### src/rtl/scanout_pkg.sv
package scanout_pkg;
  localparam int CH_W = 4;
  typedef struct packed {
    logic [CH_W-1:0] r;
    logic [CH_W-1:0] g;
    logic [CH_W-1:0] b;
  } rgb_t;
endpackage

### src/rtl/scan_addr_gen.sv
module scan_addr_gen #(
  parameter int H_ACTIVE     = 640,
  parameter int V_ACTIVE     = 400,
  parameter int PIX_PER_WORD = 8,
  parameter int X_W          = 10,
  parameter int Y_W          = 10,
  parameter int ADDR_W       = 15,
  parameter int SLOT_W       = 3
) (
  input  logic              pix_en_i,
  input  logic [X_W-1:0]    x_i,
  input  logic [Y_W-1:0]    y_i,
  output logic              active_o,
  output logic              vblank_o,
  output logic [SLOT_W-1:0] slot_o,
  output logic              fb_rd_o,
  output logic [ADDR_W-1:0] fb_addr_o
);
  localparam int WPL = H_ACTIVE / PIX_PER_WORD;
  localparam logic [X_W-1:0] H_LIM = X_W'(H_ACTIVE);
  localparam logic [Y_W-1:0] V_LIM = Y_W'(V_ACTIVE);

  always_comb begin
    active_o  = (x_i < H_LIM) && (y_i < V_LIM);
    vblank_o  = (y_i >= V_LIM);
    slot_o    = x_i[SLOT_W-1:0];
    fb_rd_o   = pix_en_i && active_o && (slot_o == '0);
    fb_addr_o = ADDR_W'(y_i) * ADDR_W'(WPL) + ADDR_W'(x_i >> SLOT_W);
  end
endmodule

### src/rtl/nibble_serializer.sv
module nibble_serializer #(
  parameter int WORD_W = 32,
  parameter int PIX_W  = 4,
  parameter int SLOT_W = 3
) (
  input  logic              clk_i,
  input  logic              rst_ni,
  input  logic              pix_en_i,
  input  logic              active_i,
  input  logic              vblank_i,
  input  logic [SLOT_W-1:0] slot_i,
  input  logic              fb_rd_i,
  input  logic [WORD_W-1:0] fb_data_i,
  output logic              valid_o,
  output logic              vblank_o,
  output logic [PIX_W-1:0]  idx_o
);
  localparam int PPW = WORD_W / PIX_W;

  logic              valid_q, vblank_q, rd_pend_q;
  logic [SLOT_W-1:0] slot_q;
  logic [WORD_W-1:0] word_q, src;
  logic [PIX_W-1:0]  nibs [PPW];

  always_ff @(posedge clk_i or negedge rst_ni) begin
    if (!rst_ni) begin
      valid_q   <= 1'b0;
      vblank_q  <= 1'b0;
      slot_q    <= '0;
      rd_pend_q <= 1'b0;
      word_q    <= '0;
    end else begin
      rd_pend_q <= fb_rd_i;
      if (rd_pend_q) word_q <= fb_data_i;
      if (pix_en_i) begin
        valid_q  <= active_i;
        vblank_q <= vblank_i;
        slot_q   <= slot_i;
      end
    end
  end

  // forward the word in its arrival cycle so the first pixel has no bubble
  assign src = rd_pend_q ? fb_data_i : word_q;

  for (genvar g = 0; g < PPW; g++) begin : g_nib
    assign nibs[g] = src[WORD_W-1-g*PIX_W -: PIX_W];
  end

  assign idx_o    = nibs[slot_q];
  assign valid_o  = valid_q;
  assign vblank_o = vblank_q;

  assert_word_fetched_R9: assert property (@(posedge clk_i) disable iff (!rst_ni)
    ($past(pix_en_i) && valid_q && slot_q == '0) |-> rd_pend_q);
endmodule

### src/rtl/palette_ram.sv
module palette_ram #(
  parameter int IDX_W = 4,
  parameter int COL_W = 12
) (
  input  logic             clk_i,
  input  logic             rst_ni,
  input  logic             we_i,
  input  logic [IDX_W-1:0] waddr_i,
  input  logic [COL_W-1:0] wdata_i,
  input  logic [IDX_W-1:0] raddr_i,
  output logic [COL_W-1:0] rdata_o
);
  localparam int DEPTH = 1 << IDX_W;

  logic [COL_W-1:0] mem_q [DEPTH];

  always_ff @(posedge clk_i or negedge rst_ni) begin
    if (!rst_ni) begin
      for (int i = 0; i < DEPTH; i++) mem_q[i] <= '0;
    end else if (we_i) begin
      mem_q[waddr_i] <= wdata_i;
    end
  end

  assign rdata_o = mem_q[raddr_i];

  assert_write_visible_R6: assert property (@(posedge clk_i) disable iff (!rst_ni)
    ($past(we_i) && raddr_i == $past(waddr_i)) |-> rdata_o == $past(wdata_i));
endmodule

### src/rtl/pixel_scanout.sv
module pixel_scanout
  import scanout_pkg::*;
#(
  parameter int H_ACTIVE = 640,
  parameter int V_ACTIVE = 400,
  parameter int X_W      = 10,
  parameter int Y_W      = 10,
  parameter int WORD_W   = 32,
  parameter int PIX_W    = 4,
  localparam int PPW     = WORD_W / PIX_W,
  localparam int SLOT_W  = $clog2(PPW),
  localparam int WPL     = H_ACTIVE / PPW,
  localparam int ADDR_W  = $clog2(WPL * V_ACTIVE),
  localparam int COL_W   = 3 * CH_W
) (
  input  logic              clk_i,
  input  logic              rst_ni,
  input  logic              pix_en_i,
  input  logic [X_W-1:0]    x_i,
  input  logic [Y_W-1:0]    y_i,
  output logic              fb_rd_o,
  output logic [ADDR_W-1:0] fb_addr_o,
  input  logic [WORD_W-1:0] fb_data_i,
  input  logic              pal_we_i,
  input  logic [PIX_W-1:0]  pal_waddr_i,
  input  logic [COL_W-1:0]  pal_wdata_i,
  output logic [CH_W-1:0]   r_o,
  output logic [CH_W-1:0]   g_o,
  output logic [CH_W-1:0]   b_o,
  output logic              pix_valid_o,
  output logic              vblank_o
);
  logic              active_s0, vblank_s0, valid_s1, vblank_s1;
  logic [SLOT_W-1:0] slot_s0;
  logic [PIX_W-1:0]  idx_s1;
  logic [COL_W-1:0]  pal_rd;
  rgb_t              rgb_q;
  logic              valid_q, vblank_q;

  scan_addr_gen #(
    .H_ACTIVE(H_ACTIVE), .V_ACTIVE(V_ACTIVE), .PIX_PER_WORD(PPW),
    .X_W(X_W), .Y_W(Y_W), .ADDR_W(ADDR_W), .SLOT_W(SLOT_W)
  ) i_addr (
    .pix_en_i(pix_en_i), .x_i(x_i), .y_i(y_i),
    .active_o(active_s0), .vblank_o(vblank_s0), .slot_o(slot_s0),
    .fb_rd_o(fb_rd_o), .fb_addr_o(fb_addr_o)
  );

  nibble_serializer #(.WORD_W(WORD_W), .PIX_W(PIX_W), .SLOT_W(SLOT_W)) i_ser (
    .clk_i(clk_i), .rst_ni(rst_ni), .pix_en_i(pix_en_i),
    .active_i(active_s0), .vblank_i(vblank_s0), .slot_i(slot_s0),
    .fb_rd_i(fb_rd_o), .fb_data_i(fb_data_i),
    .valid_o(valid_s1), .vblank_o(vblank_s1), .idx_o(idx_s1)
  );

  palette_ram #(.IDX_W(PIX_W), .COL_W(COL_W)) i_pal (
    .clk_i(clk_i), .rst_ni(rst_ni),
    .we_i(pal_we_i), .waddr_i(pal_waddr_i), .wdata_i(pal_wdata_i),
    .raddr_i(idx_s1), .rdata_o(pal_rd)
  );

  always_ff @(posedge clk_i or negedge rst_ni) begin
    if (!rst_ni) begin
      rgb_q    <= '0;
      valid_q  <= 1'b0;
      vblank_q <= 1'b0;
    end else if (pix_en_i) begin
      rgb_q    <= valid_s1 ? rgb_t'(pal_rd) : '0;
      valid_q  <= valid_s1;
      vblank_q <= vblank_s1;
    end
  end

  assign r_o         = rgb_q.r;
  assign g_o         = rgb_q.g;
  assign b_o         = rgb_q.b;
  assign pix_valid_o = valid_q;
  assign vblank_o    = vblank_q;

  assert_blank_black_R5: assert property (@(posedge clk_i) disable iff (!rst_ni)
    !pix_valid_o |-> {r_o, g_o, b_o} == '0);
  assert_vblank_inactive_R7: assert property (@(posedge clk_i) disable iff (!rst_ni)
    vblank_o |-> !pix_valid_o);
  assert_addr_in_range_R2: assert property (@(posedge clk_i) disable iff (!rst_ni)
    fb_rd_o |-> fb_addr_o < ADDR_W'(WPL * V_ACTIVE));
  assert_hold_idle_R8: assert property (@(posedge clk_i) disable iff (!rst_ni)
    !pix_en_i |=> $stable({r_o, g_o, b_o, pix_valid_o, vblank_o}));
endmodule

### config.mk
export PLATFORM = sky130hd
export DESIGN_NAME = pixel_scanout
export DESIGN_NICKNAME = d
export VERILOG_FILES = /design/src/rtl/scanout_pkg.sv /design/src/rtl/scan_addr_gen.sv /design/src/rtl/nibble_serializer.sv /design/src/rtl/palette_ram.sv /design/src/rtl/pixel_scanout.sv
export SDC_FILE = /design/constraint.sdc
export NUM_CORES = 1
export LEC_CHECK = 0
export BUFFER_PORTS_ARGS = -buffer_cell sky130_fd_sc_hd__buf_2
export CAP_MARGIN = 10
export CORE_MARGIN = 2
export CORE_UTILIZATION = 33
export CTS_CLUSTER_SIZE = 16
export DETAILED_ROUTE_END_ITERATION = 8
export SLEW_MARGIN = 10
export SYNTH_ARGS = -nofsm -noshare
export SYNTH_HDL_FRONTEND = slang
export SYNTH_SLANG_ARGS = --single-unit
### constraint.sdc
create_clock -name clk_i -period 3.5 [get_ports clk_i]
set_input_delay 0.175 -clock clk_i [delete_from_list [all_inputs] [get_ports clk_i]]
set_output_delay 0.175 -clock clk_i [all_outputs]
set_load 0.02 [all_outputs]
==> impl_metrics.tcl, run 1 <==
set metrics [dict create \
    status "complete, no violations" \
    leakage_uw 0.00663 \
    drc_errors 0 \
    drt_pre_antenna_iters 5 \
    cts_sinks 244 \
    synth_ff_type "dfrtp_1" \
    fmax_mhz 310 \
    core-area_sq_um 38800 \
    r2r_setup_slack_ns 0.32 \
    worstMarginPinSlew_ns 0.949 \
    clock_power_share_pct 30.5 \
    cts_tree "built" \
    start_util_pct 33.5 \
    synth_cell_types 52 \
    antenna-diode-count 0 \
    synth_fa_ha_area_share_pct 2.04 \
    io_pins 102 \
    drive_above_1_share_pct 35.9 \
    worstSetupPathType "input pin to primary output" \
    tns_ns 0 \
    grt_pass1_wl_microns 56400 \
    synthMuxAreaShare_pct 23.8 \
    seqCellArea_sq_um 6110 \
    synth_nets 1200 \
    cts_root_buffer "clkbuf_16" \
    finalCritPeriodShare_pct 92.1 \
    end_kind "primary output" \
    synth-xor-area-share_pct 1.05 \
    routabilityCongestion 0.753 \
    num_vias 9368 \
    portBuffers 93 \
    area_growth_syn_to_layout_pct 18.2 \
    synthSimpleGateAreaFrac_pct 7.86 \
    power.internal_uw 6420 \
    cts_htree_levels 1 \
    synth_top_family_by_area "multiplexers" \
    path_clk_slew_ns 0.06 \
    viasPerCell 5.34 \
    max-slew-margin-rel_pct 36.7 \
    synth_compound_area_share_pct 14.8 \
    rows 72 \
    grtUsageTotal_pct 17.2 \
    fin_worst_skew_ns 0.0311 \
    fp.dieW_microns 203 \
    synth_area_sq_um 13000 \
    synth_async_sr_flop_share_pct 100 \
    setup_viol 0 \
    startpoint_type "input pin" \
    maxSlewViolCount 0 \
    place_hpwl_microns 22600 \
    wl_per_cell_microns 19.8 \
    antenna_found_initial 1 \
    wl_microns 34800 \
    grt_pass1_vias 9733 \
    clock_latency_ns 0.55 \
    ant_nets 0 \
    swShare_pct 32.0 \
    fillers 3663 \
    rsz0062_at_grt "false" \
    die_h_microns 203 \
    dieArea_sq_um 41100 \
    seq_power_share_pct 40.8 \
    seq_area_frac_synth_pct 46.9 \
    drt_iter0_markers 539 \
    ys_warn_count 0 \
    total_power_uw 9430 \
    grt_max_degree 115 \
    hold_class "input pin to flip-flop" \
    combinationalPowerShare_pct 28.8 \
    multi_input_area_sq_um 6490 \
    crit_required_ns 3.32 \
    switching_power_uw 3020 \
    cts_max_path_buffers 3 \
    drv_cap 0 \
    critPathArrivalTime_ns 3.05 \
    grt.overflow.total 0 \
    path_max_fanout 3 \
    syn_inst 1108 \
    final.min_clock_period_ns 3.23 \
    finalNetCount 1306 \
    cts-buffers-inserted 27 \
    synth_seq_cells 244 \
    finalHoldViolations 0 \
    power.density_nw_per_um2 613 \
    synth_edf_count 0 \
    vdd_drop_max_mv 0.363 \
    syn_area_per_cell_sq_um 11.8 \
]
==> cell type report <==
type | count | area share [%]
clock inverters | 9 | 0.553
repair buffers | 171 | 7.83
well taps | 518 | 4.21
inverters | 11 | 0.268
multi-input cells | 759 | 42.1
flip-flops and latches | 244 | 39.7
clock buffers | 41 | 5.32
==> synthesized netlist by cell type, drive strengths merged, types with 5 or more instances <==
master   instances  area [sq um]
xnor2           10          87.6
a221o           12           120
nand2          110           415
a21boi          36           270
a41oi           11           171
a211o           23           201
o32a            11           110
inv             11          41.3
nand2b           7          51.3
or3             13          81.3
nor2            14          52.6
o21ai            5          25.0
mux2           241          2710
ha              18           225
and3            25           156
nand3            9          50.1
a2111oi         24           210
a21o            14           105
mux2i            5          53.8
o2bb2ai         12           105
dfrtp          244          6110
o31ai           11          82.6
a21oi           67           335
nor2b           21           131
mux4            15           338
a211oi          14           105
clkbuf          63           236
buf             31           178
a22oi            6          45.0
==> flip-flops by register name (all words and copies together) (netlist names) <==
| register | cells |
|---|---|
| pix_valid_o | 1 |
| i_pal.mem_q | 192 |
| i_ser.word_q | 32 |
| i_ser.vblank_o | 1 |
| b_o | 4 |
| i_ser.valid_o | 1 |
| r_o | 4 |
| i_ser.slot_q | 3 |
| g_o | 4 |
| i_ser.rd_pend_q | 1 |
| vblank_o | 1 |
==> critical path, stage by stage <==
cell and delay [ns]:
buf_2 0.12, ha_1 0.30, ha_1 0.22, fa_1 0.46
xnor2_1 0.17, or3b_2 0.50, nor3b_2 0.24, inv_1 0.06
nor3b_1 0.27, xnor3_1 0.35, buf_2 0.17
==> cells by family after synthesis <==
| group | count (synthesis) |
|---|---|
| flip-flops | 244 |
| buffers and inverters | 105 |
| multiplexers | 261 |
| AND/OR/NAND/NOR | 212 |
| adder cells (fa/ha/maj) | 20 |
| XOR/XNOR | 14 |
| AO/OA/AOI/OAI | 252 |
==> placed cells by master (no fill, tap or decap), drive strengths merged, types with 3 or more instances in the layout <==
cell	instances
dfrtp	244
mux2	241
buf	133
nand2	110
a21oi	67
clkbuf	41
dlygate4sd3	38
a21boi	36
and3	25
a2111oi	24
a211o	23
nor2b	21
ha	18
mux4	15
a21o	14
nor2	14
a211oi	14
or3	13
o2bb2ai	12
a221o	12
inv	12
o32a	11
o31ai	11
a41oi	11
xnor2	10
nand3	9
nand2b	7
a22oi	6
o21ai	5
mux2i	5
clkinv	4
xor2	3
o21bai	3
nor3	3
clkinvlp	3
==> power groups by stage <==
stage | Combinational, uW | Clock, uW | Sequential [uW]
2_1_floorplan | 1840 | 0 | 3800
3_3_place_gp | 2600 | 0 | 3850
3_5_place_dp | 2660 | 0 | 3890
4_1_cts | 2700 | 2950 | 3840
5_1_grt | 2950 | 3060 | 3930
6_report | 2710 | 2870 | 3850
==> path summary, 6_finish.rpt <==
path	endpoint	depth (start not counted)	start
worst max-delay path	fb_addr_o[14]	11	y_i[1]
worst min-delay path	i_ser.valid_o	4	x_i[7]
worst max register to register	b_o[3]	9	i_ser.rd_pend_q
worst min register to register	i_pal.mem_q[103]	1	i_pal.mem_q[103]
max in group asynchronous	i_pal.mem_q[141]	3	rst_ni
min in group asynchronous	i_pal.mem_q[8]	2	rst_ni
==> repair_timing <==
action | 4_1_cts | 5_1_grt
buffers inserted | 0 | 0
hold buffers | 38 | 0
setup endpoints to repair | 0 | 1
gates resized for setup | 0 | 1
hold endpoints to repair | 147 | 0
==> routing by layer <==
layer | vias to the layer above | part of all wire [%] | wire length (microns) | track usage [%]
met5 | - | 0.037 | 13 | 0
met4 | 2 | 1.9 | 647 | 3.62
met2 | 237 | 46 | 16000 | 27.6
met1 | 4756 | 47 | 16300 | 24.5
li1 | 4327 | - | - | -
met3 | 46 | 5.1 | 1770 | 2.78
==> stage by stage <==
stage	util [%]	cell area, sq um	worst slack (ns)	hold slack (ns)	std cells
detailed placement	36.3	14100	0.172	0.329	1665
finish	39.6	15400	0.275	0.0702	1753
floorplan	-	13000	0.526	-0.121	1108
global route	39.6	15400	0.0415	0.114	1753
CTS	39.6	15400	0.152	0.0583	1753
global placement	36.3	14100	0.131	0.329	1665
No activity file was read; power rests on OpenSTA's default activity.
==> inputs of run 2 (changes only) <==
--- a/config.mk
+++ b/config.mk
@@ -8,9 +8,10 @@
 export BUFFER_PORTS_ARGS = -buffer_cell sky130_fd_sc_hd__buf_2
 export CAP_MARGIN = 10
 export CORE_MARGIN = 2
-export CORE_UTILIZATION = 33
+export CORE_UTILIZATION = 36
 export CTS_CLUSTER_SIZE = 16
 export DETAILED_ROUTE_END_ITERATION = 8
+export REMOVE_ABC_BUFFERS = 1
 export SLEW_MARGIN = 10
 export SYNTH_ARGS = -nofsm -noshare
 export SYNTH_HDL_FRONTEND = slang
==> impl_metrics.tcl, run 2 (synthesis gave the netlist of run 1 again) <==
set metrics [dict create \
    fin_util_pct 43.0 \
    placed_cells_incl_taps 1602 \
    grt_pass1_wl_microns 57800 \
    dp_slack_ns 0.176 \
    routabilityCongestion 0.768 \
    largest_reg_flops 192 \
    whs_ns 0.0382 \
    setup_ws_ns 0.191 \
    cts-buffers-inserted 27 \
    cts_sinks 244 \
    cts_setup_buffers 0 \
    setup_viol 0 \
    vdd_drop_max_mv 0.358 \
    path_clk_slew_ns 0.06 \
    area_growth_syn_to_layout_pct 17.4 \
    finalCritPeriodShare_pct 94.5 \
    fin_worst_skew_ns 0.0119 \
    place_hpwl_microns 22100 \
    wl_microns 36300 \
    finalNetCount 1300 \
    seqCellArea_sq_um 6110 \
    layout_commonest_cell "dfrtp_1" \
    cts_max_path_buffers 3 \
    drv_cap 0 \
    stdcell_count 1686 \
    fp.dieW_microns 194 \
    tns_ns 0 \
    hold_class "input pin to flip-flop" \
    combinationalPowerShare_pct 29.0 \
    crit_required_ns 3.32 \
    drt_iter0_markers 520 \
    grt_max_degree 101 \
    grtUsageTotal_pct 19.3 \
    top_regs "i_pal.mem_q x192, i_ser.word_q x32" \
    viasPerCell 5.66 \
    cts_htree_levels 1 \
    die_h_microns 194 \
    grt.overflow.total 0 \
    startpoint_type "input pin" \
    drc_errors 0 \
    worstSetupPathType "input pin to primary output" \
    status "complete, no violations" \
    finalHoldViolations 0 \
    maxSlewViolCount 0 \
    drt_pre_antenna_iters 5 \
    max-slew-margin-rel_pct 30.6 \
    power.internal_uw 6370 \
    io_pins 102 \
    start_util_pct 36.6 \
    rsz0062_at_grt "false" \
    cts_tree "built" \
    rows 69 \
    leakage_uw 0.00659 \
    ant_nets 0 \
    multi_input_area_sq_um 6500 \
    worstMarginPinSlew_ns 1.04 \
    final.min_clock_period_ns 3.31 \
    num_vias 9546 \
    clock_latency_ns 0.55 \
    path_max_fanout 3 \
    antenna_found_initial 0 \
    fmax_mhz 302 \
    grt_pass1_vias 9868 \
    dieArea_sq_um 37700 \
    regMostFlops "i_pal.mem_q" \
    critPathArrivalTime_ns 3.13 \
    end_kind "primary output" \
    swShare_pct 31.6 \
    final_cell_mix "242 x dfrtp_1, 229 x mux2_2, 109 x nand2_1" \
    seq_power_share_pct 41.3 \
    core-area_sq_um 35600 \
    portBuffers 93 \
    fillers 3334 \
    wl_per_cell_microns 21.5 \
    switching_power_uw 2940 \
    drive_above_1_share_pct 35.5 \
    clock_power_share_pct 29.8 \
    cts_root_buffer "clkbuf_16" \
    antenna-diode-count 0 \
    power.density_nw_per_um2 609 \
]
run 2: final cells by class:
type                       instances  area share (%)
sequential                       244            40.0
clock inverter                     4           0.319
multi-input combinational        759            42.5
tap                              461            3.77
timing repair buffer             165            7.92
clock buffer                      42            5.25
inverter                          11           0.270
run 2: power groups by stage:
stage,registers [uW],logic [uW],clock network [uW]
3_5_place_dp,3890,2670,0
6_report,3840,2700,2770
4_1_cts,3840,2710,2830
2_1_floorplan,3830,1720,0
5_1_grt,3930,2940,2950
3_3_place_gp,3850,2620,0
run 2: repair_timing:
item,in CTS,in global routing
gates resized for setup,0,0
endpoints found under the hold margin,132,0
hold buffers,38,0
run 2: worst max-delay path, cell delays in order:
cell and delay, ns:
buf_2 0.12, ha_1 0.29, ha_1 0.21, fa_1 0.46, xnor2_1 0.16, or3b_2 0.50
nor3b_1 0.33, inv_1 0.08, nor3b_1 0.29, xnor3_1 0.35, buf_2 0.16
run 2: path summary, 6_finish.rpt:
path                            startpoint                to  slack, ns  cells after the start
max                                 y_i[1]     fb_addr_o[14]       0.19                     11
min                                 y_i[8]    i_ser.vblank_o       0.04                      3
max reg2reg                i_ser.rd_pend_q            r_o[1]       0.32                      9
min reg2reg                i_pal.mem_q[57]   i_pal.mem_q[57]       0.50                      1
max in group asynchronous           rst_ni  i_pal.mem_q[135]       2.35                      3
min in group asynchronous           rst_ni   i_pal.mem_q[18]       0.27                      2
run 2: stage by stage:
step           power (uW)  cell area [sq um]
2_1_floorplan        5550              12600
3_3_place_gp         6470              14100
3_5_place_dp         6550              14100
4_1_cts              9390              15300
5_1_grt              9820              15300
6_report             9310              15300
run 2: per-layer routing:
metal  wire, microns  vias to the layer above  track usage [%]  share of wire, %
li1                -                     4312                -                 -
met1           16100                     4965             25.6                44
met2           18100                      214             33.2                50
met3            1450                       55             2.73               4.0
met4             698                        0             4.55               1.9
met5               0                        -                0                 0
==> inputs of run 3 (changes only) <==
--- a/config.mk
+++ b/config.mk
@@ -12,6 +12,7 @@
 export CTS_CLUSTER_SIZE = 16
 export DETAILED_ROUTE_END_ITERATION = 8
 export REMOVE_ABC_BUFFERS = 1
+export SETUP_SLACK_MARGIN = 0.4
 export SLEW_MARGIN = 10
 export SYNTH_ARGS = -nofsm -noshare
 export SYNTH_HDL_FRONTEND = slang
==> impl_metrics.tcl, run 3 (synthesis gave the netlist of run 1 again) <==
set metrics [dict create \
    status "complete, no violations" \
    rsz0062_at_grt "true" \
    final_cell_mix "241 x dfrtp_1, 229 x mux2_2, 109 x nand2_1" \
    io_pins 102 \
    reg2reg_from "i_ser.rd_pend_q" \
    grt_pass1_wl_microns 57900 \
    fin_worst_skew_ns 0.0108 \
    place_hpwl_microns 22100 \
    drc_errors 0 \
    cts_sinks 244 \
    drive_above_1_share_pct 36.4 \
    ff2ff_path_depth 8 \
    critPathMaxStageDelay_ns 0.57 \
    dp_slack_ns 0.176 \
    drt_iter0_markers 484 \
    crit_required_ns 3.92 \
    timing.rr.end "g_o[0]" \
    dieArea_sq_um 37700 \
    max-slew-margin-rel_pct 30.2 \
    power.internal_uw 6400 \
    top_regs "i_pal.mem_q x192, i_ser.word_q x32" \
    start_util_pct 36.6 \
    startpoint "i_ser.rd_pend_q" \
    vdd_drop_max_mv 0.358 \
    wl_per_cell_microns 21.6 \
    rows 69 \
    swShare_pct 31.6 \
    r2r_setup_slack_ns 0.50 \
    ant_nets 0 \
    clock_power_share_pct 29.6 \
    regMostFlops "i_pal.mem_q" \
    largest_reg_flops 192 \
    routabilityCongestion 0.768 \
    total_power_uw 9360 \
    finalCritPeriodShare_pct 85.7 \
    cts-buffers-inserted 27 \
    setup_ws_ns 0.501 \
    viasPerCell 5.66 \
    wl_microns 36500 \
    seq_power_share_pct 41.1 \
    cpMaxStageDelayCell "mux4_2" \
    core-area_sq_um 35600 \
    cts_htree_levels 1 \
    area_growth_syn_to_layout_pct 18.1 \
    grt_pass1_vias 9878 \
    end_kind "flip-flop" \
    num_vias 9578 \
    layout_commonest_cell "dfrtp_1" \
    die_h_microns 194 \
    grt_max_degree 101 \
    maxSlewViolCount 0 \
    final.min_clock_period_ns 3.00 \
    fp.dieW_microns 194 \
    switching_power_uw 2960 \
    antenna-diode-count 0 \
    antenna_found_initial 0 \
    critPathArrivalTime_ns 3.42 \
    seqCellArea_sq_um 6110 \
    multi_input_area_sq_um 6540 \
    fillers 3335 \
    path_max_fanout 50 \
    grtUsageTotal_pct 19.3 \
    cts_max_path_buffers 3 \
    finalHoldViolations 0 \
    cts_root_buffer "clkbuf_16" \
    fmax_mhz 333 \
    path_clk_slew_ns 0.06 \
    crit_end "g_o[0]" \
    fin_util_pct 43.2 \
    cp_cell_sequence "mux4_2 -> mux2_2 -> buf_12 -> mux2_1 -> a221o_1 -> o32a_1 -> a41oi_2 -> o31ai_1" \
    clock_latency_ns 0.54 \
    finalNetCount 1306 \
    power.density_nw_per_um2 608 \
    drv_cap 0 \
    leakage_uw 0.00663 \
    portBuffers 93 \
    whs_ns 0.0350 \
    hold_class "input pin to flip-flop" \
    worstMarginPinSlew_ns 1.05 \
    grt.overflow.total 0 \
    setup_viol 0 \
    worstSetupPathType "flip-flop to flip-flop" \
    cts_tree "built" \
    drt_pre_antenna_iters 5 \
    startpoint_type "flip-flop" \
    combinationalPowerShare_pct 29.4 \
]
-- run 3: worst max-delay path: cells and delay by family (launching register included) --
family                 cells  cell delay [ns]
multiplexers               3             1.22
buffers and inverters      1             0.18
flip-flops                 1             0.54
AO/OA/AOI/OAI              4             0.88
-- run 3: stage by stage --
step	TNS [ns]	cells	area [sq um]
after floorplan	-23.34	1014	12600
after global placement	0	1602	14100
after detailed placement	0	1602	14100
after CTS	0	1686	15300
after global routing	0	1692	15400
final	0	1692	15400
-- run 3: layout make-up --
| class | instances | area share, % |
|---|---|---|
| timing repair buffer | 171 | 8.17 |
| sequential | 244 | 39.7 |
| multi-input combinational | 759 | 42.5 |
| tap | 461 | 3.75 |
| inverter | 11 | 0.268 |
| clock inverter | 4 | 0.317 |
| clock buffer | 42 | 5.21 |
-- run 3: how the worst min path moves through the flow --
| stage | from | to | slack [ns] | cells past startpoint |
|---|---|---|---|---|
| floorplan | rst_ni | b_o[0] | -0.12 | 0 |
| global placement | rst_ni | i_pal.mem_q[57] | 0.28 | 1 |
| finish | y_i[8] | i_ser.vblank_o | 0.03 | 3 |
| CTS | y_i[8] | i_ser.vblank_o | 0.03 | 3 |
| global route | y_i[8] | i_ser.vblank_o | 0.07 | 3 |
| detailed placement | rst_ni | i_pal.mem_q[81] | 0.29 | 1 |
-- run 3: per-layer routing --
| layer | up-vias | track usage, % | wire (microns) |
|---|---|---|---|
| met1 | 4975 | 25.6 | 15900 |
| li1 | 4319 | - | - |
| met5 | - | 0 | 0 |
| met3 | 55 | 2.70 | 1620 |
| met4 | 0 | 4.49 | 697 |
| met2 | 229 | 33.4 | 18200 |
-- run 3: timing repair --
item                       4_1_cts  5_1_grt
setup endpoints to repair       10       13
pin swaps                        2        3
hold endpoints to repair       132        0
buffers inserted                 0        6
gates cloned                     0        0
hold buffers                    38        0
resized for setup                6       12
-- run 3: power by group through the flow --
stage | registers (uW) | clock network [uW] | logic [uW]
5_1_grt | 3940 | 2950 | 2990
4_1_cts | 3840 | 2830 | 2720
2_1_floorplan | 3830 | 0 | 1720
3_5_place_dp | 3890 | 0 | 2670
3_3_place_gp | 3850 | 0 | 2620
6_report | 3840 | 2770 | 2750
